### src/rtl/mulpipe_pkg.sv
package mulpipe_pkg;

    typedef enum logic {
        ARITH_UNSIGNED = 1'b0,
        ARITH_SIGNED   = 1'b1
    } arith_e;

    // Bit used to fill the upper half of a widened operand
    function automatic logic fill_bit(input arith_e mode, input logic msb);
        return (mode == ARITH_SIGNED) ? msb : 1'b0;
    endfunction

    // Operand register at the input when the depth allows one
    function automatic int front_stages(input int levels);
        return (levels > 1) ? 1 : 0;
    endfunction

endpackage

### src/rtl/mulpipe_extend.sv
module mulpipe_extend
    import mulpipe_pkg::*;
#(
    parameter int     DW   = 16,
    parameter arith_e MODE = ARITH_SIGNED
) (
    input  logic [DW-1:0]   raw,
    output logic [2*DW-1:0] wide
);
    localparam int PW = 2 * DW;

    logic fill;

    assign fill = fill_bit(MODE, raw[DW-1]);
    assign wide = {{DW{fill}}, raw};

    logic [PW-1:0] unused_chk;
    assign unused_chk = wide;
endmodule

### src/rtl/mulpipe_front.sv
module mulpipe_front
    import mulpipe_pkg::*;
#(
    parameter int     DW      = 16,
    parameter arith_e MODE    = ARITH_SIGNED,
    parameter int     IN_REGS = 1
) (
    input  logic            clk,
    input  logic            rst,
    input  logic            en,
    input  logic [DW-1:0]   a_raw,
    input  logic [DW-1:0]   b_raw,
    output logic [2*DW-1:0] product
);
    localparam int PW = 2 * DW;

    logic [DW-1:0] a_cap;
    logic [DW-1:0] b_cap;
    logic [PW-1:0] a_wide;
    logic [PW-1:0] b_wide;

    generate
        if (IN_REGS > 0) begin : g_capture
            always_ff @(posedge clk) begin
                if (rst) begin
                    a_cap <= '0;
                    b_cap <= '0;
                end else if (en) begin
                    a_cap <= a_raw;
                    b_cap <= b_raw;
                end
            end
        end else begin : g_direct
            assign a_cap = a_raw;
            assign b_cap = b_raw;
        end
    endgenerate

    mulpipe_extend #(.DW(DW), .MODE(MODE)) u_ext_a (.raw(a_cap), .wide(a_wide));
    mulpipe_extend #(.DW(DW), .MODE(MODE)) u_ext_b (.raw(b_cap), .wide(b_wide));

    // Both factors are widened to PW bits, so the low PW bits are exact
    assign product = a_wide * b_wide;
endmodule

### src/rtl/mulpipe_tail.sv
module mulpipe_tail #(
    parameter int W     = 32,
    parameter int DEPTH = 2
) (
    input  logic         clk,
    input  logic         rst,
    input  logic         en,
    input  logic [W-1:0] d,
    output logic [W-1:0] q
);
    logic [W-1:0] stg [DEPTH];

    generate
        for (genvar s = 0; s < DEPTH; s++) begin : g_stage
            logic [W-1:0] nxt;
            if (s == 0) begin : g_head
                assign nxt = d;
            end else begin : g_link
                assign nxt = stg[s-1];
            end
            always_ff @(posedge clk) begin
                if (rst) begin
                    stg[s] <= '0;
                end else if (en) begin
                    stg[s] <= nxt;
                end
            end
        end
    endgenerate

    assign q = stg[DEPTH-1];
endmodule

### src/rtl/mulpipe_top.sv
module mulpipe_top
    import mulpipe_pkg::*;
#(
    parameter int     DW     = 16,
    parameter int     LEVELS = 3,
    parameter arith_e MODE   = ARITH_SIGNED
) (
    input  logic            clk,
    input  logic            rst,
    input  logic            en,
    input  logic [DW-1:0]   a_in,
    input  logic [DW-1:0]   b_in,
    output logic [2*DW-1:0] prod
);
    localparam int PW         = 2 * DW;
    localparam int IN_REGS    = front_stages(LEVELS);
    localparam int TAIL_DEPTH = LEVELS - IN_REGS;

    logic [PW-1:0] raw_product;

    mulpipe_front #(
        .DW     (DW),
        .MODE   (MODE),
        .IN_REGS(IN_REGS)
    ) u_front (
        .clk    (clk),
        .rst    (rst),
        .en     (en),
        .a_raw  (a_in),
        .b_raw  (b_in),
        .product(raw_product)
    );

    mulpipe_tail #(
        .W    (PW),
        .DEPTH(TAIL_DEPTH)
    ) u_tail (
        .clk(clk),
        .rst(rst),
        .en (en),
        .d  (raw_product),
        .q  (prod)
    );
endmodule

### config.mk
export PLATFORM = sky130hd
export DESIGN_NAME = mulpipe_top
export DESIGN_NICKNAME = d
export VERILOG_FILES = /design/src/rtl/mulpipe_pkg.sv /design/src/rtl/mulpipe_extend.sv /design/src/rtl/mulpipe_front.sv /design/src/rtl/mulpipe_tail.sv /design/src/rtl/mulpipe_top.sv
export SDC_FILE = /design/constraint.sdc
export NUM_CORES = 1
export LEC_CHECK = 0
export ABC_CLOCK_PERIOD_IN_PS = 7800
export BUFFER_PORTS_ARGS = -buffer_cell sky130_fd_sc_hd__buf_2
export CAP_MARGIN = 20
export CORE_MARGIN = 2
export CORE_UTILIZATION = 60
export CTS_BUF_LIST = sky130_fd_sc_hd__clkbuf_4 sky130_fd_sc_hd__clkbuf_8 sky130_fd_sc_hd__clkbuf_16
export DETAILED_ROUTE_END_ITERATION = 12
export GPL_TIMING_DRIVEN = 1
export MAX_ROUTING_LAYER = met4
export PLACE_DENSITY = 0.78
export SLEW_MARGIN = 20
export SYNTH_ARGS = -nofsm -noshare
export SYNTH_HDL_FRONTEND = slang
export SYNTH_SLANG_ARGS = --single-unit
export TNS_END_PERCENT = 10
### constraint.sdc
create_clock -name clk -period 7.8 [get_ports clk]
set_input_delay 0.78 -clock clk [delete_from_list [all_inputs] [get_ports clk]]
set_output_delay 0.78 -clock clk [all_outputs]
set_load 0.1 [all_outputs]
==> results.md, run 1 <==
Run status:
- The flow ran to the end, and the final reports show no timing, DRC or antenna violations.

Clock tree:
- The number of instances resized during post-cts repair is 0.
- The latest clock arrival within the worst-skew pair is 0.37 ns.
- The total clock buffers created by CTS is 9.
- The depth of the CTS H-tree is 3.
- The clock tree from TritonCTS is yes.
- The number of buffers on the longest clock path is 2.
- Clock-pin slew was measured on the worst setup and hold paths at 0.08 ns.
- For this design, the CTS-stage hold fixing added 0 buffers.
- Clock tree synthesis found a total of 96 sinks.
- The number of setup buffers added after CTS is 0.
- The root buffer cell is sky130_fd_sc_hd__clkbuf_16.

Synth:
- The biggest area consumer among synthesized cells is sky130_fd_sc_hd__fa_1.
- The number of unique standard cell types used by synthesis is 46.
- The Yosys warning count is 0.
- The cell count after synthesis is 1349.
- Of the post-synthesis cell area, the dominant cell type holds 39.2%.
- In this run the cell area of the synthesized design comes to 0.0134 mm^2.
- The post-synthesis register bit count is 96.
- The fraction of the yosys area taken by sequential cells is 19.2%.
- The synthesized area per cell is 9.91 um^2.
- The number of nets handed over by synthesis was 1728.
- By area the synthesized netlist is led by sky130_fd_sc_hd__fa_1, sky130_fd_sc_hd__edfxtp_1, sky130_fd_sc_hd__inv_1.

Placement:
- The congestion estimate from routability-driven global placement came to 0.910.
- The cell area after placement is 0.0139 mm^2.
- In this run the tool buffered the top-level ports with 66 buffer cells.
- At the placement stage, the worst setup path has a slack of 1.16 ns.
- The half-perimeter wire length after placement is 22.4 mm.

STA:
- The worst hold slack across all endpoints is 0.515 ns.
- The final count of pins violating max slew is 0.
- The part of the cycle the worst path needs is 85.4%.
- The routed design could run at a clock period as short as 6.66 ns.
- The slack of the critical path is 1.14 ns.
- The number of hold violations in the final report is 0.
- Setup violations remaining at the end of the flow were counted as 0.
- Setup repair after global routing left no endpoint under its margin.
- The setup clock skew after layout is 0.0132 ns.
- Headroom to the max-slew limit came out at 43.9%.
- After routing, the total negative slack on setup checks comes to 0 ns.
- At the pin with the least slew margin, the transition time is 0.842 ns.
- Static timing analysis puts the maximum clock frequency at 150 MHz.

Final layout:
- The relative area change from synthesis to final layout is 6.64%.
- The library cell used most frequently in the layout, excluding fill and tap cells, is sky130_fd_sc_hd__inv_1.
- The share of layout cells above drive strength 1 is 6.98%.
- 0 antenna diodes ended up in the layout.
- The number of filler cells placed in the layout is 1717.
- The cell area after layout is 0.0143 mm^2.
- In the layout the commonest cells are sky130_fd_sc_hd__inv_1, sky130_fd_sc_hd__fa_1, sky130_fd_sc_hd__and2_1.
- In the final design database the tool counted 1764 nets.

Power and ir drop:
- The overall power consumption is 1.93 mW.
- The worst IR drop on VDD is 103 uV.
- The leakage power total is 7.21 nW.
- The areal power density over the cells is 136 mW/mm^2.

Hold path:
- The tightest min-delay check is of the reg -> reg type.

Floorplanning:
- The width of the chip is 153 um.
- The floorplan step set the die height to 153 um.
- The floorplan step defined a die boundary enclosing 0.0235 mm^2.
- During I/O placement, the number of pins put on the boundary was 67.
- The core region is 0.0218 mm^2.
- The starting density of the core is 61.3%.
- The floorplan has 54 rows.

Setup path:
- The data required time at the worst endpoint is 7.91 ns.
- The worst setup path is captured at a register.
- STA classifies the critical path startpoint as a register.
- Data on the critical path arrives at its endpoint at 6.78 ns.
- The worst-path maximum fanout is 17.
- The path type of the worst setup path is reg -> reg.

GRT:
- The initial antenna violation count is 0.
- The pin count of the biggest net entering global routing is 65.
- The remaining global-route overflow is 0.
- The via count of the first global-routing pass is 9905.
- The global-route wire length before repair is 48.0 mm.
- The overall global routing resource usage is 26.6%.

Routing:
- The DRC violation count after routing is 0.
- The top routing layer in use is met4.
- The average detailed-routed wire length per instance is 16.9 um.
- The ratio of routed vias to standard cells is 5.36.
- After detailed routing, the met2 layer carries 13.3 mm of wire.
- Wire segments on met3 add up to 1.85 mm in the final route.
- The met1 wire length is 12.3 mm.
- The starting DRC count in detailed routing is 531.
- The total via count after detailed routing is 8948.
- The pre-antenna-repair detailed-routing pass consisted of 5 iterations.
- The detail route stage leaves a number of antenna-violating nets equal to 0.
- The final layout contains routed wiring with a total length of 28.1 mm.

Run:
- The total of max-cap violations is 0.
## cell type report
class | instances | area, um^2 | share of cell area (%)
clock buffers | 10 | 239 | 1.68
clock inverters | 6 | 83.8 | 0.588
inverters | 317 | 1190 | 8.35
multi-input cells | 887 | 9440 | 66.2
flip-flops and latches | 96 | 2560 | 18.0
well taps | 280 | 350 | 2.46
repair buffers | 74 | 390 | 2.74
## layer usage
| metal | vias up | global-route usage, % |
|---|---|---|
| met5 | - | - |
| met3 | 48 | 4.59 |
| met4 | 0 | 7.89 |
| met2 | 304 | 42.7 |
| li1 | 4113 | - |
| met1 | 4483 | 35.3 |
## worst max-delay path, stage by stage (launching register included)
cell and delay, ns:
sky130_fd_sc_hd__dfxtp_1 0.78, sky130_fd_sc_hd__nand2_1 0.20, sky130_fd_sc_hd__inv_1 0.16, sky130_fd_sc_hd__fa_1 0.54, sky130_fd_sc_hd__fa_1 0.54, sky130_fd_sc_hd__inv_1 0.05
sky130_fd_sc_hd__fa_1 0.49, sky130_fd_sc_hd__inv_1 0.05, sky130_fd_sc_hd__fa_1 0.49, sky130_fd_sc_hd__fa_1 0.49, sky130_fd_sc_hd__inv_1 0.05, sky130_fd_sc_hd__fa_1 0.47
sky130_fd_sc_hd__inv_1 0.04, sky130_fd_sc_hd__ha_1 0.33, sky130_fd_sc_hd__and3_1 0.24, sky130_fd_sc_hd__a221oi_1 0.26, sky130_fd_sc_hd__o21ai_0 0.11, sky130_fd_sc_hd__a21oi_1 0.38
sky130_fd_sc_hd__a21oi_1 0.20, sky130_fd_sc_hd__o21a_1 0.21, sky130_fd_sc_hd__o31a_1 0.29
## worst paths after layout
| kind | startpoint | end | slack [ns] | cells after the start |
|---|---|---|---|---|
| setup / recovery | u_front.b_cap[1] | u_tail.stg[0][31] | 1.14 | 20 |
| hold / removal | u_tail.stg[0][20] | u_tail.stg[1][20] | 0.52 | 1 |
| setup reg to reg | u_front.b_cap[1] | u_tail.stg[0][31] | 1.14 | 20 |
| hold reg to reg | u_tail.stg[0][20] | u_tail.stg[1][20] | 0.52 | 1 |
## logic make-up after synthesis
group | share of synthesized area [%]
flops | 19.2
fa+ha+maj | 46.9
buf+inv | 10.3
simple gates | 14.9
compound gates | 4.50
xor+xnor | 1.38
mux | 2.92
## registers in the layout, indices dropped and copies added, names as in the netlist
register	cells
u_tail.stg	64
u_front.a_cap	16
u_front.b_cap	16
## where the power goes
group	switching [mW]	total (mW)	internal, mW	leakage (nW)
clock	0.219	0.486	0.266	0.160
combinational	0.498	0.796	0.297	6.07
sequential	0.0579	0.653	0.595	0.973
## stage by stage
step,utilization (%),std cells
after floorplan,-,1349
after detailed placement,63.8,1654
after global placement,63.8,1654
final,65.3,1670
after global routing,65.3,1670
after CTS,65.3,1670
## synth_stat cells, drive strengths merged
cell and n:
o2111ai 1, o21bai 7, o21a 5, a31oi 3, fa 262, nand3 3, o311ai 1, a21o 11
nand4 3, o211ai 1, a221oi 3, mux2i 39, and4 2, nor3 9, nor3b 2, a211o 1
clkbuf 49, xor2 7, inv 317, a41oi 2, nor2b 3, ha 82, o31a 1, nand3b 1
or2 1, nor4 1, nand2 132, and3 3, xnor2 14, o31ai 2, edfxtp 64, o21ba 1
nor2 63, and2 157, a211oi 7, o41ai 1, nand2b 16, dfxtp 32, o21ai 21, a2111oi 2
a21oi 17
No activity file was read; power rests on OpenSTA's default activity.
==> run 2: changes to the inputs <==
--- a/config.mk
+++ b/config.mk
@@ -15,5 +15,5 @@
 export GPL_TIMING_DRIVEN = 1
 export MAX_ROUTING_LAYER = met4
-export PLACE_DENSITY = 0.78
+export PLACE_DENSITY = 0.81
 export SLEW_MARGIN = 20
 export SYNTH_ARGS = -nofsm -noshare
==> constraint.sdc (replaced) <==
create_clock -name clk -period 7.8 [get_ports clk]
set_input_delay 1.17 -clock clk [delete_from_list [all_inputs] [get_ports clk]]
set_output_delay 1.17 -clock clk [all_outputs]
set_load 0.1 [all_outputs]
==> run 2 against run 1 <==
  * Flip-flop and latch count is the same
  * Via count is 1.9% higher
  * Sequential share of layout area about the same
  * Worst setup slack lost 0.15 ns
  * Critical path type unchanged
==> results.md, run 2 (same netlist as run 1, synthesis figures left out) <==
Floorplanning:
- The floorplan step defined a die boundary enclosing 0.0235 mm^2.
- The die is 153 um tall.
- The region available for standard cell placement spans 0.0218 mm^2.
- The number of standard-cell rows in the floorplan is 54.
- The count of pins on the block boundary is 67.
- The width of the chip is 153 um.
- For this configuration, the core starts out at a cell density of 61.3%.

Routing:
- In the routed design, unresolved DRC markers number 0.
- The average detailed-routed wire length per instance is 17.4 um.
- The final antenna-violating net count is 0.
- The ratio of routed vias to standard cells is 5.45.
- Wires add up to 29.1 mm.
- The total via count after detailed routing is 9116.
- The first detailed-routing pass took 5 iterations.
- After the first detailed-routing iteration, the DRC count stood at 580.

Setup path:
- The data required time at the worst endpoint is 7.91 ns.
- The worst setup path is launched from a register.
- The most frequent cell on the critical path is sky130_fd_sc_hd__fa_1.
- The setup check on the worst reg-to-reg path leaves a slack of 0.98 ns.
- The count of cells along the worst register-to-register path is 20.
- STA puts the critical path data arrival time at 6.92 ns.
- The capturing element type of the critical path is a register.
- The endpoint identified for the worst register-to-register timing path is u_tail.stg[0][31].
- For this run, the slowest stage of the critical path takes 0.80 ns.
- In this run the critical register-to-register path is launched from u_front.b_cap[1].
- The worst-path maximum fanout is 17.
- The critical path is of the reg -> reg type.
- The largest individual stage delay along the critical path comes from the cell sky130_fd_sc_hd__dfxtp_1.
- The signal on the critical path passes through nand2_1 -> inv_1 -> fa_1 -> fa_1 -> inv_1 -> fa_1 -> inv_1 -> fa_1 -> fa_1 -> inv_1 -> fa_1 -> inv_1 -> ha_1 -> and3_1 -> a221oi_1 -> o21ai_0 -> a21oi_1 -> a21oi_1 -> o21a_1 -> o31a_1.

Hold path:
- The number of cells on the worst hold path is 1.
- The startpoint of the worst hold path is u_tail.stg[0][22].
- The worst hold path class is reg -> reg.
- For hold timing, the worst endpoint is u_tail.stg[1][22].

GRT:
- In the global route stage, overall resource usage came out at 27.2%.
- The via count of the first global-routing pass was 9926.
- The remaining global-route overflow is 0.
- The initial antenna violation count is 0.
- The global-route wire length before repair is 49.1 mm.
- Entering global routing, the biggest net connects 65 pins.

Clock tree:
- TritonCTS built the clock tree.
- The root buffer cell chosen for the clock tree is sky130_fd_sc_hd__clkbuf_16.
- The clock sink count is 96.
- The total clock buffers created by CTS is 9.
- The longest clock path from root to sink contains 2 buffers.
- The H-tree was split into 3 levels.
- The later pin in the worst-skew pair is clocked with a latency of 0.36 ns.
- The number of setup buffers added after CTS is 0.
- For this design, the CTS-stage hold fixing added 0 buffers.
- The clock transition at the registers of the reported paths is 0.08 ns.
- The number of instances resized during post-cts repair is 0.

STA:
- Hold is met by 0.514 ns.
- The final count of pins violating max slew is 0.
- For the finished layout, the period the worst path requires is 6.82 ns.
- After routing, the total negative slack on setup checks comes to 0 ns.
- The slew at the pin with the worst max-slew slack is 0.831 ns.
- The number of hold violations in the final report came to 0.
- The part of the cycle the worst path needs is 87.4%.
- Setup repair after global routing left no endpoint under its margin.
- Setup violations remaining at the end of the flow were counted as 0.
- The setup clock skew after layout is 0.0103 ns.
- The peak clock frequency supported by timing is 147 MHz.
- The tightest slew margin relative to the limit is 44.6%.

Power and ir drop:
- The leakage power total is 7.21 nW.
- VDD sags by at most 104 uV.
- Power spread over the standard cell area amounts to 133 mW/mm^2.

Placement:
- The final weighted congestion in routability-driven placement is 0.936.
- Including well taps, the total number of placed cells is 1656.
- The half-perimeter wire length after placement is 22.8 mm.
- The quantity of I/O buffers inserted on ports is 66.

Final layout:
- Leaving out fill and tap cells, the most frequent cells in the layout are sky130_fd_sc_hd__inv_1, sky130_fd_sc_hd__fa_1, sky130_fd_sc_hd__and2_1.
- The largest registers in the layout are u_tail.stg x64, u_front.a_cap x16, u_front.b_cap x16.
- The share of layout cells above drive strength 1 is 7.18%.
- The most flop-heavy register is u_tail.stg.
- The finished layout holds 1673 standard cells, fillers aside.
- The number of flip-flops under the largest register name is 64.
- The final net count is 1767.
- Compared with the post-synthesis result, the final layout area differs by 6.71%.
- The library cell used most frequently in the layout, excluding fill and tap cells, is sky130_fd_sc_hd__inv_1.
- The antenna diode instance count is 0.

Run status:
- The run finished with clean final reports.

Run:
- The total of max-cap violations is 0.
run 2: cell types whose count changed in the layout (fill, tap and decap cells not counted):
cell                        delta
sky130_fd_sc_hd__buf_12        +1
sky130_fd_sc_hd__inv_8         +1
sky130_fd_sc_hd__buf_4         +2
sky130_fd_sc_hd__inv_6         -1
sky130_fd_sc_hd__clkinv_4      +2
sky130_fd_sc_hd__clkbuf_8      -1
sky130_fd_sc_hd__clkinv_2      +1
sky130_fd_sc_hd__inv_4         -1
sky130_fd_sc_hd__bufinv_16     -1
run 2: routing by layer:
layer  share of wire [%]  up-vias  GRT usage (%)
li1                    -     4123              -
met1                  42     4551           35.9
met2                  48      389           43.5
met3                 8.3       53           5.25
met4                 2.0        0           7.63
met5                   0        -              -
run 2: layout make-up:
class / count / area (um^2)
Multi-Input combinational cell: 887 / 9440
Fill cell: 1673 / 7560
Sequential cell: 96 / 2560
Inverter: 317 / 1190
Timing Repair Buffer: 77 / 425
Tap cell: 280 / 350
Clock buffer: 9 / 225
Clock inverter: 7 / 72.6
run 2: worst max path at each step:
| stage | from | endpoint | slack [ns] | depth (start not counted) |
|---|---|---|---|---|
| final | u_front.b_cap[1] | u_tail.stg[0][31] | 0.98 | 20 |
| after global routing | u_front.b_cap[1] | u_tail.stg[0][31] | 0.70 | 20 |
| after CTS | u_front.b_cap[1] | u_tail.stg[0][31] | 1.06 | 20 |
| after detailed placement | u_front.b_cap[1] | u_tail.stg[0][31] | 1.08 | 20 |
| after global placement | u_front.b_cap[1] | u_tail.stg[0][31] | 1.31 | 20 |
| after floorplan | u_front.a_cap[15] | u_tail.stg[0][31] | 1.75 | 22 |
run 2: per-stage QoR:
stage,area [um^2],total power [mW],util [%],setup slack (ns)
6_report,14300,1.90,65.4,0.983
5_1_grt,14300,2.04,65.4,0.704
4_1_cts,14200,1.91,65.3,1.06
3_5_place_dp,13900,1.46,63.9,1.08
3_3_place_gp,13900,1.42,63.9,1.31
2_1_floorplan,13400,1.26,-,1.75
run 2: worst max-delay path, delay by kind of cell (launching register included):
family	cells	cell delay [ns]
AO/OA/AOI/OAI	6	1.52
adder cells (fa/ha/maj)	7	3.37
buffers and inverters	5	0.37
flip-flops	1	0.80
AND/OR/NAND/NOR	2	0.47
run 2: report_power, final:
part / switching (mW) / internal (mW) / total (mW)
combinational: 0.508 / 0.300 / 0.808
sequential: 0.0537 / 0.596 / 0.649
clock: 0.214 / 0.226 / 0.440
